`config.mk`:
```
export PLATFORM = sky130hd
export DESIGN_NAME = dsi_pll_calc
export DESIGN_NICKNAME = d
export VERILOG_FILES = /design/src/rtl/dsi_pll_pkg.sv /design/src/rtl/dsi_pll_seq_mul.sv /design/src/rtl/dsi_pll_seq_div.sv /design/src/rtl/dsi_pll_calc.sv
export SDC_FILE = /design/constraint.sdc
export NUM_CORES = 1
export LEC_CHECK = 0
export BUFFER_PORTS_ARGS = -buffer_cell sky130_fd_sc_hd__buf_2
export CORE_AREA = 10 10 326 328
export CTS_CLUSTER_SIZE = 10
export DETAILED_ROUTE_END_ITERATION = 8
export DIE_AREA = 0 0 336 338
export PLACE_DENSITY = 0.5
export SYNTH_ARGS = -nofsm -noshare
export SYNTH_HDL_FRONTEND = slang
export SYNTH_HIERARCHICAL = 1
export SYNTH_SLANG_ARGS = --single-unit
```
`constraint.sdc`:
```
create_clock -name clk -period 9.1 [get_ports clk]
set_input_delay 0.455 -clock clk [delete_from_list [all_inputs] [get_ports clk]]
set_output_delay 0.455 -clock clk [all_outputs]
set_load 0.005 [all_outputs]
```
`src/rtl/dsi_pll_pkg.sv`:
```
package dsi_pll_pkg;

   typedef enum logic [3:0] {
      ST_IDLE,
      ST_SRCH,
      ST_M1,
      ST_D1,
      ST_M2,
      ST_D2,
      ST_M3,
      ST_D3,
      ST_D4
   } calc_st_e;

   localparam longint unsigned BAND3_KBPS = 64'd501000;
   localparam longint unsigned BAND2_KBPS = 64'd251000;
   localparam longint unsigned BAND1_KBPS = 64'd126000;

   function automatic logic [1:0] band_of(input longint unsigned pll_kbps);
      if (pll_kbps >= BAND3_KBPS)      return 2'd3;
      else if (pll_kbps >= BAND2_KBPS) return 2'd2;
      else if (pll_kbps >= BAND1_KBPS) return 2'd1;
      else                             return 2'd0;
   endfunction

endpackage

```
`src/rtl/dsi_pll_seq_mul.sv`:
```
module dsi_pll_seq_mul #(
   parameter int W = 56
) (
   input  logic         clk,
   input  logic         rst_n,
   input  logic         go,
   input  logic [W-1:0] a,
   input  logic [W-1:0] b,
   output logic [W-1:0] prod,
   output logic         fin
);
   localparam int CW = $clog2(W + 1);

   logic [W-1:0]  mc_q;
   logic [W-1:0]  mp_q;
   logic [CW-1:0] cnt_q;
   logic          run_q;

   always_ff @(posedge clk or negedge rst_n) begin
      if (!rst_n) begin
         prod  <= '0;
         mc_q  <= '0;
         mp_q  <= '0;
         cnt_q <= '0;
         run_q <= 1'b0;
         fin   <= 1'b0;
      end else begin
         fin <= 1'b0;
         if (go) begin
            prod  <= '0;
            mc_q  <= a;
            mp_q  <= b;
            cnt_q <= '0;
            run_q <= 1'b1;
         end else if (run_q) begin
            if (mp_q[0]) prod <= prod + mc_q;
            mc_q  <= mc_q << 1;
            mp_q  <= mp_q >> 1;
            cnt_q <= cnt_q + CW'(1);
            if (cnt_q == CW'(W - 1)) begin
               run_q <= 1'b0;
               fin   <= 1'b1;
            end
         end
      end
   end
endmodule

```
`src/rtl/dsi_pll_seq_div.sv`:
```
module dsi_pll_seq_div #(
   parameter int W = 56
) (
   input  logic         clk,
   input  logic         rst_n,
   input  logic         go,
   input  logic [W-1:0] num,
   input  logic [W-1:0] den,
   output logic [W-1:0] quo,
   output logic         fin
);
   localparam int CW = $clog2(W + 1);

   logic [W-1:0]  rem_q;
   logic [CW-1:0] cnt_q;
   logic          run_q;
   logic [W:0]    shifted;
   logic [W:0]    diff;
   logic          fits;

   always_comb begin
      shifted = {rem_q, quo[W-1]};
      diff    = shifted - {1'b0, den};
      fits    = shifted >= {1'b0, den};
   end

   always_ff @(posedge clk or negedge rst_n) begin
      if (!rst_n) begin
         quo   <= '0;
         rem_q <= '0;
         cnt_q <= '0;
         run_q <= 1'b0;
         fin   <= 1'b0;
      end else begin
         fin <= 1'b0;
         if (go) begin
            quo   <= num;
            rem_q <= '0;
            cnt_q <= '0;
            run_q <= 1'b1;
         end else if (run_q) begin
            rem_q <= fits ? diff[W-1:0] : shifted[W-1:0];
            quo   <= {quo[W-2:0], fits};
            cnt_q <= cnt_q + CW'(1);
            if (cnt_q == CW'(W - 1)) begin
               run_q <= 1'b0;
               fin   <= 1'b1;
            end
         end
      end
   end
endmodule

```
`src/rtl/dsi_pll_calc.sv`:
```
module dsi_pll_calc
   import dsi_pll_pkg::*;
#(
   parameter int FREQ_W       = 24,
   parameter int IF_MIN_KHZ   = 5000,
   parameter int PREDIV_MAX   = 31,
   parameter int LP_CLK_KHZ   = 10000,
   parameter int LP_BYTE_BITS = 8
) (
   input  logic              clk,
   input  logic              rst_n,
   input  logic              start,
   input  logic [FREQ_W-1:0] ref_khz,
   input  logic [FREQ_W-1:0] lane_kbps,
   output logic              busy,
   output logic              done,
   output logic [15:0]       pll_word,
   output logic [5:0]        lp_code
);
   localparam int PW        = 2 * FREQ_W + 8;
   localparam int DW        = 5;
   localparam int MW        = 8;
   localparam int LW        = 6;
   localparam int LP_STEP   = LP_CLK_KHZ * LP_BYTE_BITS;
   localparam int LAT_LIMIT = PREDIV_MAX + 8 + 7 * (PW + 3);

   if (PREDIV_MAX < 1 || PREDIV_MAX > 31) begin : g_bad_prediv
      $error("PREDIV_MAX must fit the 5-bit divider field");
   end
   if (PW > 64) begin : g_bad_width
      $error("FREQ_W too large for the 64-bit band compare");
   end
   if (FREQ_W < 18) begin : g_bad_freq
      $error("FREQ_W too small for the band thresholds");
   end

   calc_st_e          st_q;
   logic              kick_q;
   logic [FREQ_W-1:0] ref_q;
   logic [FREQ_W-1:0] tgt_q;
   logic [DW-1:0]     pdiv_q;
   logic [PW-1:0]     thr_q;
   logic [PW-1:0]     mfull_q;
   logic [1:0]        band_q;

   logic [PW-1:0] ref_x;
   logic [PW-1:0] tgt_x;
   logic [PW-1:0] pdiv_x;
   logic [PW-1:0] mfix;
   logic [PW-1:0] mul_a;
   logic [PW-1:0] mul_b;
   logic [PW-1:0] mul_p;
   logic          mul_go;
   logic          mul_fin;
   logic [PW-1:0] div_n;
   logic [PW-1:0] div_d;
   logic [PW-1:0] div_q;
   logic          div_go;
   logic          div_fin;

   assign ref_x  = PW'(ref_q);
   assign tgt_x  = PW'(tgt_q);
   assign pdiv_x = PW'(pdiv_q);
   assign mfix   = (mfull_q[MW-1:0] == '0) ? PW'(1) : PW'(mfull_q[MW-1:0]);
   assign busy   = (st_q != ST_IDLE);

   always_comb begin
      mul_a  = (st_q == ST_M1) ? tgt_x : ref_x;
      case (st_q)
         ST_M1:   mul_b = pdiv_x;
         ST_M2:   mul_b = mfull_q;
         default: mul_b = mfix;
      endcase
      mul_go = kick_q && (st_q == ST_M1 || st_q == ST_M2 || st_q == ST_M3);

      case (st_q)
         ST_D1: begin
            div_n = mul_p + ref_x - PW'(1);
            div_d = ref_x;
         end
         ST_D4: begin
            div_n = div_q + PW'(LP_STEP - 1);
            div_d = PW'(LP_STEP);
         end
         default: begin
            div_n = mul_p;
            div_d = pdiv_x;
         end
      endcase
      div_go = kick_q && (st_q == ST_D1 || st_q == ST_D2 ||
                          st_q == ST_D3 || st_q == ST_D4);
   end

   dsi_pll_seq_mul #(.W(PW)) mul_i (
      .clk(clk), .rst_n(rst_n), .go(mul_go),
      .a(mul_a), .b(mul_b), .prod(mul_p), .fin(mul_fin)
   );

   dsi_pll_seq_div #(.W(PW)) div_i (
      .clk(clk), .rst_n(rst_n), .go(div_go),
      .num(div_n), .den(div_d), .quo(div_q), .fin(div_fin)
   );

   always_ff @(posedge clk or negedge rst_n) begin
      if (!rst_n) begin
         st_q     <= ST_IDLE;
         kick_q   <= 1'b0;
         ref_q    <= '0;
         tgt_q    <= '0;
         pdiv_q   <= '0;
         thr_q    <= '0;
         mfull_q  <= '0;
         band_q   <= '0;
         done     <= 1'b0;
         pll_word <= '0;
         lp_code  <= '0;
      end else begin
         kick_q <= 1'b0;
         case (st_q)
            ST_IDLE: if (start) begin
               ref_q  <= ref_khz;
               tgt_q  <= lane_kbps;
               pdiv_q <= DW'(1);
               thr_q  <= PW'(2 * IF_MIN_KHZ);
               done   <= 1'b0;
               st_q   <= ST_SRCH;
            end
            ST_SRCH: begin
               if (pdiv_q < DW'(PREDIV_MAX) && ref_x >= thr_q) begin
                  pdiv_q <= pdiv_q + DW'(1);
                  thr_q  <= thr_q + PW'(IF_MIN_KHZ);
               end else begin
                  st_q   <= ST_M1;
                  kick_q <= 1'b1;
               end
            end
            ST_M1: if (mul_fin) begin
               st_q   <= ST_D1;
               kick_q <= 1'b1;
            end
            ST_D1: if (div_fin) begin
               mfull_q <= div_q;
               st_q    <= ST_M2;
               kick_q  <= 1'b1;
            end
            ST_M2: if (mul_fin) begin
               st_q   <= ST_D2;
               kick_q <= 1'b1;
            end
            ST_D2: if (div_fin) begin
               band_q <= band_of(64'(div_q));
               st_q   <= ST_M3;
               kick_q <= 1'b1;
            end
            ST_M3: if (mul_fin) begin
               st_q   <= ST_D3;
               kick_q <= 1'b1;
            end
            ST_D3: if (div_fin) begin
               st_q   <= ST_D4;
               kick_q <= 1'b1;
            end
            ST_D4: if (div_fin) begin
               lp_code  <= LW'(div_q - PW'(1));
               pll_word <= {band_q, 1'b0, pdiv_q, mfull_q[MW-1:0]};
               done     <= 1'b1;
               st_q     <= ST_IDLE;
            end
            default: st_q <= ST_IDLE;
         endcase
      end
   end
endmodule

```
==> results of run 1 <==
==> state kept, by name, indices dropped and copies added (netlist names), 2 cells and up <==
name	cells
div_i/rem_q	56
mul_i/mc_q	56
mul_i/cnt_q	6
ref_q	24
div_i/cnt_q	6
pdiv_q	5
tgt_q	24
st_q	4
band_q	2
mfull_q	56
pll_word	15
div_i/quo	56
lp_code	6
mul_i/prod	56
thr_q	53
mul_i/mp_q	56
==> placed cells by master (no fill, tap or decap), types with 28 or more instances in the layout <==
cell type / count
xnor2_1: 119
nor3_1: 70
o21bai_1: 41
xor2_1: 93
conb_1: 65
o21ai_0: 389
and3_1: 29
clkbuf_16: 61
nand3_1: 83
nand4_1: 85
buf_2: 72
a21oi_1: 265
nor2_1: 260
nand2_1: 604
nor4_1: 31
mux2i_1: 175
a211oi_1: 58
dfrtp_1: 485
and2_1: 88
dlygate4sd3_1: 45
a21o_1: 85
inv_1: 268
mux2_2: 72
ha_1: 216
nor2b_1: 30
buf_4: 28
==> layer usage <==
metal,part of all wire [%],vias up,wire length [µm]
li1,-,14566,-
met4,3.9,0,4020
met5,0,-,0
met3,2.9,176,3030
met2,48,422,50100
met1,45,14165,46300
==> layout make-up <==
class	count	area share, %
Multi-Input combinational cell	3213	53.9
Sequential cell	487	31.7
Clock buffer	86	4.52
Tap cell	1298	4.22
Timing Repair Buffer	149	2.85
Inverter	268	2.61
Clock inverter	10	0.260
Antenna cell	1	0.00650
==> cell families after synthesis <==
| kind of cell | count (synthesis) | synth area share, % |
|---|---|---|
| AO/OA/AOI/OAI | 1099 | 20.0 |
| AND/OR/NAND/NOR | 1371 | 18.3 |
| multiplexers | 247 | 7.39 |
| flip-flops | 487 | 35.1 |
| other | 1 | 0.0108 |
| XOR/XNOR | 212 | 5.35 |
| adder cells (fa/ha/maj) | 219 | 7.96 |
| buffers and inverters | 520 | 5.92 |
==> report_power, final <==
part | switching, mW | total [mW] | internal [mW] | leakage (nW)
clock | 0.973 | 2.31 | 1.34 | 0.893
sequential | 0.881 | 3.67 | 2.79 | 6.38
combinational | 5.38 | 8.91 | 3.53 | 10.5
total | 7.24 | 14.9 | 7.65 | 17.8
==> Yosys cell counts, types with 41 or more instances <==
cell type / instances / area (µm²)
nor3_1: 71 / 355
a21oi_1: 265 / 1330
inv_1: 268 / 1010
mux2i_1: 175 / 1750
mux2_2: 72 / 811
a211oi_1: 58 / 435
nand3_1: 84 / 420
a21o_1: 85 / 638
nand2_1: 607 / 2280
ha_1: 216 / 2700
nor2_1: 261 / 980
dfrtp_1: 487 / 12200
clkbuf_1: 178 / 668
xor2_1: 93 / 815
o21ai_0: 389 / 1950
o21bai_1: 41 / 308
nand4_1: 85 / 532
xnor2_1: 119 / 1040
and2_1: 88 / 551
==> worst paths after layout <==
kind,from,to,cells past startpoint
min,ref_khz[10],ref_q[10],3
max in group asynchronous,rst_n,mul_i/mp_q[46],4
min in group asynchronous,rst_n,thr_q[43],2
max,st_q[0],div_i/rem_q[14],16
max reg2reg,st_q[0],div_i/rem_q[14],16
min reg2reg,tgt_q[23],tgt_q[23],2
==> critical path, stage by stage (launching register included) <==
cell	delay, ns
dfrtp_1	0.54
nor3_1	0.52
nand2_2	0.72
nand3_1	0.28
o21ai_0	0.12
ha_1	0.25
nand3b_1	0.23
a2111oi_4	0.42
o31ai_2	0.17
a21oi_4	0.22
a31oi_4	0.16
o41ai_4	0.44
a31o_2	0.62
buf_4	0.49
o21ai_0	0.14
a21o_1	0.19
a21oi_1	0.12
==> metrics.md, run 1 <==
| Metric | Value |
|---|---|
| Status | finished clean |
| Met2 Use GR | 31.4% |
| Post-synth EDFFs | 0 |
| P&R area growth vs syn | 11.0% |
| DIE AREA | 0.114 mm² |
| All-Layer GR Usage | 18.1% |
| Final wirelength | 104000 µm |
| Postcts setup bufs | 0 |
| Slew Limit Fails | 0 |
| GR peak layer | met2 |
| DRC | 0 |
| Worst skew pair latency | 0.67 ns |
| DP Area | 0.0362 mm² |
| Cell variety after synth | 110 |
| Die X | 336 µm |
| Top Ports | 75 |
| Final hold viol count | 0 |
| Drt wl/cell | 18.8 µm |
| Hold_ws | 0.0403 ns |
| Root buf cell | clkbuf_16 |
| Initial DRC count | 1926 |
| Layout fillers | 10307 |
| Setup violators final | 0 |
| # resized after CTS | 0 |
| Slew @ Worst Pin | 1.05 ns |
| CTS Buf Count | 61 |
| Mapped cell area | 0.0347 mm² |
| CTS H-tree depth | 2 |
| Via count | 29329 |
| Critical path fanouts, max | 43 |
| Yosys reg bits | 487 |
| Num rows | 116 |
| Worst vdd rail ir drop | 0.000171 V |
| Global route overflow | 0 |
| Register area | 0.0122 mm² |
| Worst EP arrival | 6.32 ns |
| Hold Path Class | in -> reg |
| Tmin final | 5.74 ns |
| Final Skew | 0.0278 ns |
| Power density over the cells | 387 mW/mm² |
| Max_slew headroom | 30.0% |
| Synth Flop Type | dfrtp_1 |
| CTS tree | done |
| IO Port Bufs | 73 |
| Multi-input gate area | 0.0207 mm² |
| Hold-fix buffers, CTS | 45 |
| Post-DRT Antenna Nets | 0 |
| Vias in the first global route | 29142 |
| Pre-CTS setup slack | 3.30 ns |
| DP HPWL | 74800 µm |
| Initial antenna violation count | 2 |
| Post-route insts no fill | 5512 |
| Worst setup SP type | register |
| Yosys warns | 6 |
| Final period util | 63.1% |
| Post-Syn Instances | 4156 |
| Core Footprint | 0.0996 mm² |
| Grt met3 use | 1.96% |
| Grt met1 use | 22.9% |
| Pwr Total | 14.9 mW |
| Final core occ | 38.7% |
| Final Worst Setup Slack | 3.36 ns |
| DP Cell Count | 5370 |
| Max Clock Freq | 0.174 GHz |
| Clk sinks | 487 |
| Leakage | 17.8 nW |
| Die Y | 338 µm |
| Placer Congestion | 0.854 |
| RSZ-0062 raised after global routing | no |
| Initial Util | 34.8% |
| Crit path capture type | register |
| Share of cells above drive strength 1 | 7.76% |
| Setup TNS | 0 ns |
| Worst EP required | 9.67 ns |
| First-pass GRT wire length | 167000 µm |
| Largest net degree at the start of global routing | 165 |
| Finished layout cell area | 0.0385 mm² |
| R2R setup slack | 3.36 ns |
| CP Class | reg -> reg |
| Register area share after synthesis | 35.1% |
| DR pass1 iterations | 5 |
| Max clock buf depth | 3 |
| Vias per cell | 5.32 |
| Nets | 4450 |
| Avg Cell Area, Syn | 8.35 µm² |
| Total of max-cap violations | 0 |
| Ys async rst share | 100% |
| Worst-path clk slew | 0.06 ns |
Power figures use the tool's default switching activity.
==> run 2, diff against run 1 <==
clock period = 5.3 ns   (was 9.1 ns; I/O delays follow)
==> run 2 against run 1 <==
Compared with the run above:
- global-route usage up 0.37 points
- power up 76%
- design area up 1.2%
- flip-flop and latch count unchanged
- clock-buffer cell count unchanged
- worst setup slack worse by 2.9 ns
- fmax up 19%
- non-clock buffer count up 41
- final cell count up 0.78%
- die area unchanged
- clock power up 81%
- utilization up 0.48 points
==> metrics.md, run 2 (synthesis gave the netlist of run 1 again) <==
| Metric | Value |
|---|---|
| Tmin final | 4.83 ns |
| CTS tree | done |
| RSZ-0062 raised after global routing | no |
| Core Footprint | 0.0996 mm² |
| Leakage | 18.0 nW |
| DIE AREA | 0.114 mm² |
| Slowest stage delay, CP | 0.52 ns |
| IO Port Bufs | 73 |
| Final hold viol count | 0 |
| Num rows | 116 |
| Final Worst Setup Slack | 0.465 ns |
| Vias per cell | 5.33 |
| Die X | 336 µm |
| Slew Limit Fails | 0 |
| Worst skew pair latency | 0.67 ns |
| Worst EP arrival | 5.40 ns |
| Max Clock Freq | 0.207 GHz |
| Critical path fanouts, max | 20 |
| Largest net degree at the start of global routing | 138 |
| Max clock buf depth | 3 |
| Final Skew | 0.0232 ns |
| Slew @ Worst Pin | 1.25 ns |
| Setup violators final | 0 |
| CTS H-tree depth | 2 |
| Initial Util | 34.8% |
| Crit path capture type | register |
| Setup TNS | 0 ns |
| CP cell instances | nor2_1 -> nand3_2 -> buf_4 -> o21ai_0 -> inv_1 -> ha_1 -> a21oi_1 -> o21ai_0 -> a221oi_2 -> a21oi_4 -> a31oi_4 -> o41ai_4 -> a31oi_4 -> buf_4 -> a21oi_1 -> a21boi_0 -> nor3_1 |
| Post-route insts no fill | 5555 |
| Initial antenna violation count | 0 |
| Finished layout cell area | 0.0390 mm² |
| Crit path max-delay cell type | dfrtp_1 |
| DR pass1 iterations | 5 |
| Worst EP required | 5.87 ns |
| DP HPWL | 78800 µm |
| Worst-path clk slew | 0.06 ns |
| Root buf cell | clkbuf_16 |
| First-pass GRT wire length | 169000 µm |
| Share of cells above drive strength 1 | 8.60% |
| Placer Congestion | 0.875 |
| Total of max-cap violations | 0 |
| Top Ports | 75 |
| Clk sinks | 487 |
| Status | finished clean |
| Worst vdd rail ir drop | 0.000334 V |
| CP Class | reg -> reg |
| Final wirelength | 106000 µm |
| CP bufs+invs | 3 |
| Hold Path Class | in -> async |
| Worst setup SP type | register |
| Global route overflow | 0 |
| Die Y | 338 µm |
| CP top delay family | compound AO/OA/AOI/OAI gates |
| Initial DRC count | 1816 |
| DP Area | 0.0365 mm² |
| Max_slew headroom | 16.2% |
| Via count | 29620 |
| Final period util | 91.2% |
| Commonest non-fill, non-tap cells in the layout | nand2_1 (604), dfrtp_1 (485), o21ai_0 (389) |
| DP Cell Count | 5406 |
| Commonest non-fill, non-tap cell in the layout | nand2_1 |
| CTS Buf Count | 61 |
| All-Layer GR Usage | 18.5% |
| P&R area growth vs syn | 12.4% |
| DRC | 0 |
| Power density over the cells | 671 mW/mm² |
| Nets | 4491 |
| Drt wl/cell | 19.0 µm |
| Post-DRT Antenna Nets | 0 |
| Vias in the first global route | 29367 |
| Pre-CTS setup slack | 0.464 ns |
[run 2: final cells by class]
type / instances / area, µm²
tap: 1298 / 1620
clock buffer: 86 / 1740
antenna: 1 / 2.50
clock inverter: 12 / 224
multi-input combinational: 3213 / 20700
timing repair buffer: 190 / 1440
inverter: 268 / 1010
fill: 10274 / 60600
sequential: 487 / 12200
[run 2: report_power, final]
| group | total [mW] | internal [mW] | switching, mW |
|---|---|---|---|
| Clock | 4.19 | 2.50 | 1.69 |
| Combinational | 15.7 | 6.21 | 9.46 |
| Sequential | 6.30 | 4.78 | 1.51 |
[run 2: per-stage QoR]
step / total power, mW / hold slack [ns] / util [%]
after detailed placement: 21.9 / 0.385 / 36.7
after global placement: 22.0 / 0.383 / 36.7
after CTS: 26.3 / 0.275 / 39.1
after floorplan: 17.6 / -0.0306 / -
after global routing: 28.5 / 0.330 / 39.2
final: 26.2 / 0.269 / 39.2
[run 2: final timing paths]
| kind | start | endpoint | slack (ns) | cells past startpoint |
|---|---|---|---|---|
| worst max-delay path | st_q[3] | div_i/rem_q[30] | 0.47 | 17 |
| min in group clk | lane_kbps[19] | tgt_q[19] | 0.34 | 4 |
| worst min register to register | mfull_q[37] | mfull_q[37] | 0.48 | 2 |
| worst min-delay path | rst_n | thr_q[51] | 0.27 | 2 |
| max in group asynchronous | rst_n | mul_i/mp_q[26] | 3.62 | 3 |
| worst max register to register | st_q[3] | div_i/rem_q[30] | 0.47 | 17 |
[run 2: per-layer routing]
metal	vias to the layer above	track usage [%]	routed length, µm
met5	-	0	0
met2	432	33.3	53100
met1	14410	23.0	46500
met3	132	1.96	3030
li1	14646	-	-
met4	0	5.84	3120
[run 2: timing repair]
action,in CTS,in global routing
resized for setup,0,1
endpoints found under the hold margin,139,0
buffers inserted,0,0
hold buffers,50,0
endpoints found under the setup margin,0,1
